`src/rtl/brt_pkg.sv`:
```
package brt_pkg;

  typedef enum logic [2:0] {
    K_NONE,
    K_ABS_JMP,
    K_ABS_CALL,
    K_LONG_JMP,
    K_LONG_CALL,
    K_SHORT,
    K_INDIR,
    K_JZ
  } brt_kind_e;

  localparam int LEN_W = 2;
  localparam int CYC_W = 3;

endpackage

```
`src/rtl/brt_decode.sv`:
```
module brt_decode
  import brt_pkg::*;
#(
  parameter int DATA_W = 8
) (
  input  logic              clk,
  input  logic              rst_n,
  input  logic [DATA_W-1:0] opcode,
  output brt_kind_e         kind,
  output logic [LEN_W-1:0]  len,
  output logic [CYC_W-1:0]  cycles
);

  localparam int SEL_W  = 5;
  localparam int FORM_N = 7;
  localparam logic [SEL_W-1:0]  SEL_AJMP  = 5'b00001;
  localparam logic [SEL_W-1:0]  SEL_ACALL = 5'b10001;
  localparam logic [DATA_W-1:0] OP_LJMP   = DATA_W'(8'h02);
  localparam logic [DATA_W-1:0] OP_LCALL  = DATA_W'(8'h12);
  localparam logic [DATA_W-1:0] OP_SJMP   = DATA_W'(8'h80);
  localparam logic [DATA_W-1:0] OP_JIND   = DATA_W'(8'h73);
  localparam logic [DATA_W-1:0] OP_JZ     = DATA_W'(8'h60);

  logic [SEL_W-1:0]  sel;
  logic [FORM_N-1:0] hit;

  assign sel    = opcode[SEL_W-1:0];
  assign hit[0] = (sel == SEL_AJMP);
  assign hit[1] = (sel == SEL_ACALL);
  assign hit[2] = (opcode == OP_LJMP);
  assign hit[3] = (opcode == OP_LCALL);
  assign hit[4] = (opcode == OP_SJMP);
  assign hit[5] = (opcode == OP_JIND);
  assign hit[6] = (opcode == OP_JZ);

  always_comb begin
    kind   = K_NONE;
    len    = '0;
    cycles = '0;
    if (hit[0]) begin
      kind = K_ABS_JMP;   len = LEN_W'(2); cycles = CYC_W'(3);
    end else if (hit[1]) begin
      kind = K_ABS_CALL;  len = LEN_W'(2); cycles = CYC_W'(6);
    end else if (hit[2]) begin
      kind = K_LONG_JMP;  len = LEN_W'(3); cycles = CYC_W'(4);
    end else if (hit[3]) begin
      kind = K_LONG_CALL; len = LEN_W'(3); cycles = CYC_W'(6);
    end else if (hit[4]) begin
      kind = K_SHORT;     len = LEN_W'(2); cycles = CYC_W'(3);
    end else if (hit[5]) begin
      kind = K_INDIR;     len = LEN_W'(1); cycles = CYC_W'(2);
    end else if (hit[6]) begin
      kind = K_JZ;        len = LEN_W'(2); cycles = CYC_W'(3);
    end
  end

  AST_SINGLE_FORM: assert property (@(posedge clk) disable iff (!rst_n)
    $onehot0(hit));

  AST_FORM_HAS_LEN: assert property (@(posedge clk) disable iff (!rst_n)
    (hit != '0) |-> (len != '0 && cycles >= CYC_W'(2)));

endmodule

```
`src/rtl/brt_target.sv`:
```
module brt_target
  import brt_pkg::*;
#(
  parameter int DATA_W = 8
) (
  input  logic                clk,
  input  logic                rst_n,
  input  brt_kind_e           kind,
  input  logic [DATA_W-1:0]   opcode,
  input  logic [DATA_W-1:0]   op1,
  input  logic [DATA_W-1:0]   op2,
  input  logic [2*DATA_W-1:0] next_pc,
  input  logic [DATA_W-1:0]   acc,
  input  logic [2*DATA_W-1:0] dptr,
  output logic                taken,
  output logic [2*DATA_W-1:0] target
);

  localparam int ADDR_W  = 2 * DATA_W;
  localparam int PAGE_LO = DATA_W + 3;

  logic [ADDR_W-1:0] paged_addr;
  logic [ADDR_W-1:0] long_addr;
  logic [ADDR_W-1:0] rel_addr;
  logic [ADDR_W-1:0] ind_addr;
  logic              acc_zero;

  assign paged_addr = {next_pc[ADDR_W-1:PAGE_LO], opcode[DATA_W-1:DATA_W-3], op1};
  assign long_addr  = {op1, op2};
  assign rel_addr   = next_pc + {{DATA_W{op1[DATA_W-1]}}, op1};
  assign ind_addr   = dptr + {{DATA_W{1'b0}}, acc};
  assign acc_zero   = (acc == '0);

  always_comb begin
    taken  = 1'b1;
    target = next_pc;
    case (kind)
      K_ABS_JMP, K_ABS_CALL:   target = paged_addr;
      K_LONG_JMP, K_LONG_CALL: target = long_addr;
      K_SHORT:                 target = rel_addr;
      K_INDIR:                 target = ind_addr;
      K_JZ: begin
        taken  = acc_zero;
        target = acc_zero ? rel_addr : next_pc;
      end
      default:                 taken = 1'b0;
    endcase
  end

  AST_FALL_THROUGH: assert property (@(posedge clk) disable iff (!rst_n)
    !taken |-> (target == next_pc));

  AST_PAGE_KEPT: assert property (@(posedge clk) disable iff (!rst_n)
    (kind == K_ABS_JMP || kind == K_ABS_CALL)
      |-> (target[ADDR_W-1:PAGE_LO] == next_pc[ADDR_W-1:PAGE_LO]));

  AST_NONE_NOT_TAKEN: assert property (@(posedge clk) disable iff (!rst_n)
    (kind == K_NONE) |-> !taken);

endmodule

```
`src/rtl/brt_out_stage.sv`:
```
module brt_out_stage #(
  parameter int W = 8
) (
  input  logic         clk,
  input  logic         rst_n,
  input  logic         up_valid,
  output logic         up_ready,
  input  logic [W-1:0] up_data,
  output logic         dn_valid,
  input  logic         dn_ready,
  output logic [W-1:0] dn_data
);

  logic         full_q;
  logic [W-1:0] data_q;

  assign up_ready = !full_q || dn_ready;
  assign dn_valid = full_q;
  assign dn_data  = data_q;

  always_ff @(posedge clk) begin
    if (!rst_n) begin
      full_q <= 1'b0;
      data_q <= '0;
    end else if (up_valid && up_ready) begin
      full_q <= 1'b1;
      data_q <= up_data;
    end else if (dn_ready) begin
      full_q <= 1'b0;
    end
  end

  AST_HOLD_STABLE: assert property (@(posedge clk) disable iff (!rst_n)
    (dn_valid && !dn_ready) |=> (dn_valid && $stable(dn_data)));

  AST_ACCEPT_LANDS: assert property (@(posedge clk) disable iff (!rst_n)
    (up_valid && up_ready) |=> dn_valid);

  AST_EMPTY_READY: assert property (@(posedge clk) disable iff (!rst_n)
    !dn_valid |-> up_ready);

endmodule

```
`src/rtl/brt_unit.sv`:
```
module brt_unit
  import brt_pkg::*;
#(
  parameter int DATA_W = 8
) (
  input  logic                clk,
  input  logic                rst_n,
  input  logic                in_valid,
  output logic                in_ready,
  input  logic [DATA_W-1:0]   in_opcode,
  input  logic [DATA_W-1:0]   in_op1,
  input  logic [DATA_W-1:0]   in_op2,
  input  logic [2*DATA_W-1:0] in_next_pc,
  input  logic [DATA_W-1:0]   in_acc,
  input  logic [2*DATA_W-1:0] in_dptr,
  output logic                out_valid,
  input  logic                out_ready,
  output logic                out_branch,
  output logic                out_taken,
  output logic [2*DATA_W-1:0] out_target,
  output logic [LEN_W-1:0]    out_len,
  output logic [CYC_W-1:0]    out_cycles
);

  localparam int ADDR_W = 2 * DATA_W;
  localparam int RES_W  = 2 + ADDR_W + LEN_W + CYC_W;

  brt_kind_e         kind;
  logic [LEN_W-1:0]  len_c;
  logic [CYC_W-1:0]  cyc_c;
  logic              taken_c;
  logic [ADDR_W-1:0] target_c;
  logic [RES_W-1:0]  res_c;
  logic [RES_W-1:0]  res_q;

  brt_decode #(.DATA_W(DATA_W)) u_decode (
    .clk    (clk),
    .rst_n  (rst_n),
    .opcode (in_opcode),
    .kind   (kind),
    .len    (len_c),
    .cycles (cyc_c)
  );

  brt_target #(.DATA_W(DATA_W)) u_target (
    .clk     (clk),
    .rst_n   (rst_n),
    .kind    (kind),
    .opcode  (in_opcode),
    .op1     (in_op1),
    .op2     (in_op2),
    .next_pc (in_next_pc),
    .acc     (in_acc),
    .dptr    (in_dptr),
    .taken   (taken_c),
    .target  (target_c)
  );

  assign res_c = {(kind != K_NONE), taken_c, target_c, len_c, cyc_c};

  brt_out_stage #(.W(RES_W)) u_stage (
    .clk      (clk),
    .rst_n    (rst_n),
    .up_valid (in_valid),
    .up_ready (in_ready),
    .up_data  (res_c),
    .dn_valid (out_valid),
    .dn_ready (out_ready),
    .dn_data  (res_q)
  );

  assign {out_branch, out_taken, out_target, out_len, out_cycles} = res_q;

  AST_NB_QUIET: assert property (@(posedge clk) disable iff (!rst_n)
    (out_valid && !out_branch) |-> (!out_taken && out_len == '0 && out_cycles == '0));

  AST_TAKEN_IS_BRANCH: assert property (@(posedge clk) disable iff (!rst_n)
    (out_valid && out_taken) |-> out_branch);

endmodule

```
`config.mk`:
```
export PLATFORM = sky130hd
export DESIGN_NAME = brt_unit
export DESIGN_NICKNAME = d
export VERILOG_FILES = /design/src/rtl/brt_pkg.sv /design/src/rtl/brt_decode.sv /design/src/rtl/brt_target.sv /design/src/rtl/brt_out_stage.sv /design/src/rtl/brt_unit.sv
export SDC_FILE = /design/constraint.sdc
export NUM_CORES = 1
export LEC_CHECK = 0
export ABC_CLOCK_PERIOD_IN_PS = 2600
export BUFFER_PORTS_ARGS = -buffer_cell sky130_fd_sc_hd__buf_2
export CAP_MARGIN = 10
export CELL_PAD_IN_SITES_DETAIL_PLACEMENT = 0
export CELL_PAD_IN_SITES_GLOBAL_PLACEMENT = 1
export CORE_AREA = 5 5 76 113
export DETAILED_ROUTE_END_ITERATION = 10
export DIE_AREA = 0 0 81 118
export GPL_TIMING_DRIVEN = 0
export PLACE_DENSITY_LB_ADDON = 0.1
export SKIP_CTS_REPAIR_TIMING = 1
export SYNTH_ARGS = -nofsm -noshare
export SYNTH_HDL_FRONTEND = slang
export SYNTH_SLANG_ARGS = --single-unit
```
`constraint.sdc`:
```
create_clock -name clk -period 2.6 [get_ports clk]
set_input_delay 0.13 -clock clk [delete_from_list [all_inputs] [get_ports clk]]
set_output_delay 0.13 -clock clk [all_outputs]
set_load 0.01 [all_outputs]
```
==> results_dict.tcl <==
set metrics [dict create \
    p_switching_uw 455.8 \
    ant_nets 0 \
    crit_arrival_ns 2.35 \
    place_hpwl_um 8295 \
    cpPeakStageDelay_ns 0.61 \
    cts_tree "built" \
    r2r_start "u_stage.dn_valid" \
    fp.dieH_um 118 \
    synth.cells.most_frequent "32 x o21ai_0, 28 x a21oi_1, 26 x nand2_1" \
    relSlewSlack_pct 51.51 \
    p_leak_nw 1.465 \
    die_area_sq_um 9558 \
    place.gp.congestion 0.8677 \
    setup_violations 0 \
    numCtsBuffers 3 \
    endpoint_kind "flip-flop" \
    r2r_end "u_stage.dn_data[14]" \
    reg2reg_slack_ns 0.48 \
    route.detailed.drc 0 \
    path_class "input pin to flip-flop" \
    r2r.worst_path.cells 6 \
    drt-total-wl_um 10100 \
    clkTransAtPathRegs_ns 0.07 \
    drive_gt1_share_pct 23.70 \
    cp-start-kind "input pin" \
    whs_ns 0.1085 \
    grt_pass1_vias 3219 \
    wire_per_inst_um 18.52 \
    crit_path_max_fanout 10 \
    nets 537 \
    yosys.area.top_type "dfxtp_1" \
    hold_depth 3 \
    gr-total-overflow 0 \
    clk_latency_ns 0.27 \
    cts.sinks 24 \
    viasPerCell 5.677 \
    ys_seq_elements 24 \
    fin_crit_ns 2.157 \
    multi_input_area_sq_um 2051 \
    maxCapViolCount 0 \
    pin_count 93 \
    grt_pass1_wl_um 15900 \
    tightest_slew_ns 0.7240 \
    worstPathCellList "buf_2, and3b_1, clkbuf_1, and3_1, clkbuf_1, clkbuf_1, o21ai_0, a21oi_1" \
    internal_power_uw 915.5 \
    synth-edff-count 0 \
    min_path_type "input pin to flip-flop" \
    swShare_pct 33.24 \
    grt.busiest_layer "met2" \
    rsz0062_at_grt "no" \
    fillers 839 \
    min_to "u_stage.dn_valid" \
    yosysMostFrequentCell "o21ai_0" \
    fmax_mhz 463.6 \
    avgSynthCellArea_sq_um 7.597 \
    syn_area_sq_um 2636 \
    grtUsageTotal_pct 21.48 \
    clkPwrFrac_pct 33.7 \
    yosysTopAreaCellShare_pct 18.22 \
    row_count 39 \
    htree_levels 1 \
    worst_path_max_delay_cell "clkbuf_1" \
    numPortBuffers 92 \
    die_x_um 81 \
    use_met3_pct 3.139 \
    area_delta_synth_final_pct 26.29 \
    pwr-share-seq_pct 29.4 \
    first_pass_iters 4 \
    vdd_ir_drop_max_mv 0.2304 \
    fp.coreArea_sq_um 7515 \
    status "complete, no violations" \
    grt_util_met1_pct 23.44 \
    grt_max_degree 15 \
    synth_nets 440 \
    cp_data_required_time_ns 2.80 \
    antenna_cells 0 \
    finClkSkew_ns 0.005523 \
    drt_iter0_drc 132 \
    synth_flop_cell "dfxtp_1" \
    antenna_found_initial 0 \
    cts_max_path_buffers 2 \
    hold_violations 0 \
    p_per_area_nw_per_um2 411.8 \
    finalCritPeriodShare_pct 82.97 \
    ys_async_sr_fraction_pct 0 \
    synthTopCellsByArea "dfxtp_1 18%, ha_1 11%, o21ai_0 6.1%" \
    path_common_cell "clkbuf_1" \
    ys_types 56 \
    ctsRootBufferMaster "clkbuf_16" \
    ys_seq_area_share_pct 18.22 \
    start_util_pct 35.08 \
    tns_ns 0 \
    combPwrFrac_pct 36.9 \
    yosysWarnings 0 \
    syn-instance-count 347 \
    met2_usage_pct 39.87 \
    seq_area_sq_um 480.5 \
    report.final.slew_viol_count 0 \
    hp-start "in_valid" \
    vias 3094 \
]
[routing by layer]
layer | wire length [um] | part of all wire (%)
met1 | 3937 | 39
met2 | 5375 | 53
met3 | 420 | 4.2
met4 | 363 | 3.6
met5 | 0 | 0
[worst max-delay path, delay by kind of cell]
kind / cells / cell delay (ns)
AND/OR/NAND/NOR: 2 / 0.38
AO/OA/AOI/OAI: 2 / 0.61
buffers and inverters: 4 / 1.23
[sequential cells by signal, summed over array words and instances, names as in the netlist]
name	count
u_stage.dn_valid	1
u_stage.dn_data	23
[power by group through the flow]
stage	Clock, mW	Combinational [mW]	Sequential, mW
6_report	0.462	0.505	0.404
2_1_floorplan	0	0.307	0.423
3_5_place_dp	0	0.505	0.412
5_1_grt	0.484	0.567	0.406
4_1_cts	0.473	0.508	0.404
3_3_place_gp	0	0.505	0.412
[cell type report]
cell class	count	area share, %
Timing Repair Buffer	92	13.83
Sequential cell	24	14.43
Buffer	13	1.466
Clock inverter	1	0.9019
Tap cell	102	3.833
Multi-Input combinational cell	295	61.59
Inverter	15	1.691
Clock buffer	3	2.255
[logic make-up (layout without fill, tap and decap cells)]
kind of cell / Yosys count / after routing / share of synthesized area [%]
multiplexers: 3 / 3 / 1.187
XOR/XNOR: 16 / 16 / 5.315
AND/OR/NAND/NOR: 102 / 102 / 19.65
AO/OA/AOI/OAI: 149 / 149 / 39.20
flip-flops: 24 / 24 / 18.22
adder cells (fa/ha/maj): 25 / 25 / 12.43
buffers and inverters: 28 / 124 / 3.986
[cells in the final DEF, fill, tap and decap left out, types with 3 or more instances in the layout]
master,Yosys,routed
buf_2,0,92
o21ai_0,32,32
a21oi_1,28,28
nand2_1,26,26
nor2_1,24,24
dfxtp_1,24,24
ha_1,23,23
inv_1,15,15
clkbuf_1,12,12
nor3_1,12,12
a221oi_1,12,12
xnor2_1,12,12
a31oi_1,12,12
o21a_1,9,9
nand3_1,8,8
o211ai_1,6,6
and2_1,5,5
a21o_1,5,5
a22oi_1,5,5
nor4_1,4,4
and3_1,4,4
a211oi_1,4,4
a221o_1,4,4
xor2_1,4,4
o221ai_1,4,4
nand3b_1,4,4
o2111ai_1,4,4
o31a_1,3,3
a21boi_0,3,3
o211a_1,3,3
clkbuf_16,0,3
[worst max-delay path by stage]
stage	from	to	cells after the start
6_report	in_opcode[7]	u_stage.dn_data[18]	8
3_3_place_gp	in_opcode[1]	u_stage.dn_data[14]	7
4_1_cts	in_acc[5]	u_stage.dn_data[20]	8
2_1_floorplan	in_op1[5]	u_stage.dn_data[16]	7
3_5_place_dp	in_acc[5]	u_stage.dn_data[20]	8
5_1_grt	in_opcode[1]	u_stage.dn_data[14]	7
[per-stage QoR]
stage	util [%]	total power [mW]	instance area, sq um	instances	setup slack, ns
2_1_floorplan	-	0.7309	2636	347	0.5940
3_3_place_gp	42.91	0.9166	3224	541	0.1572
3_5_place_dp	42.91	0.9169	3224	541	0.1145
4_1_cts	44.31	1.386	3329	545	0.3986
5_1_grt	44.31	1.457	3329	545	0.2267
6_report	44.31	1.371	3329	545	0.4428
Power figures use the tool's default switching activity.
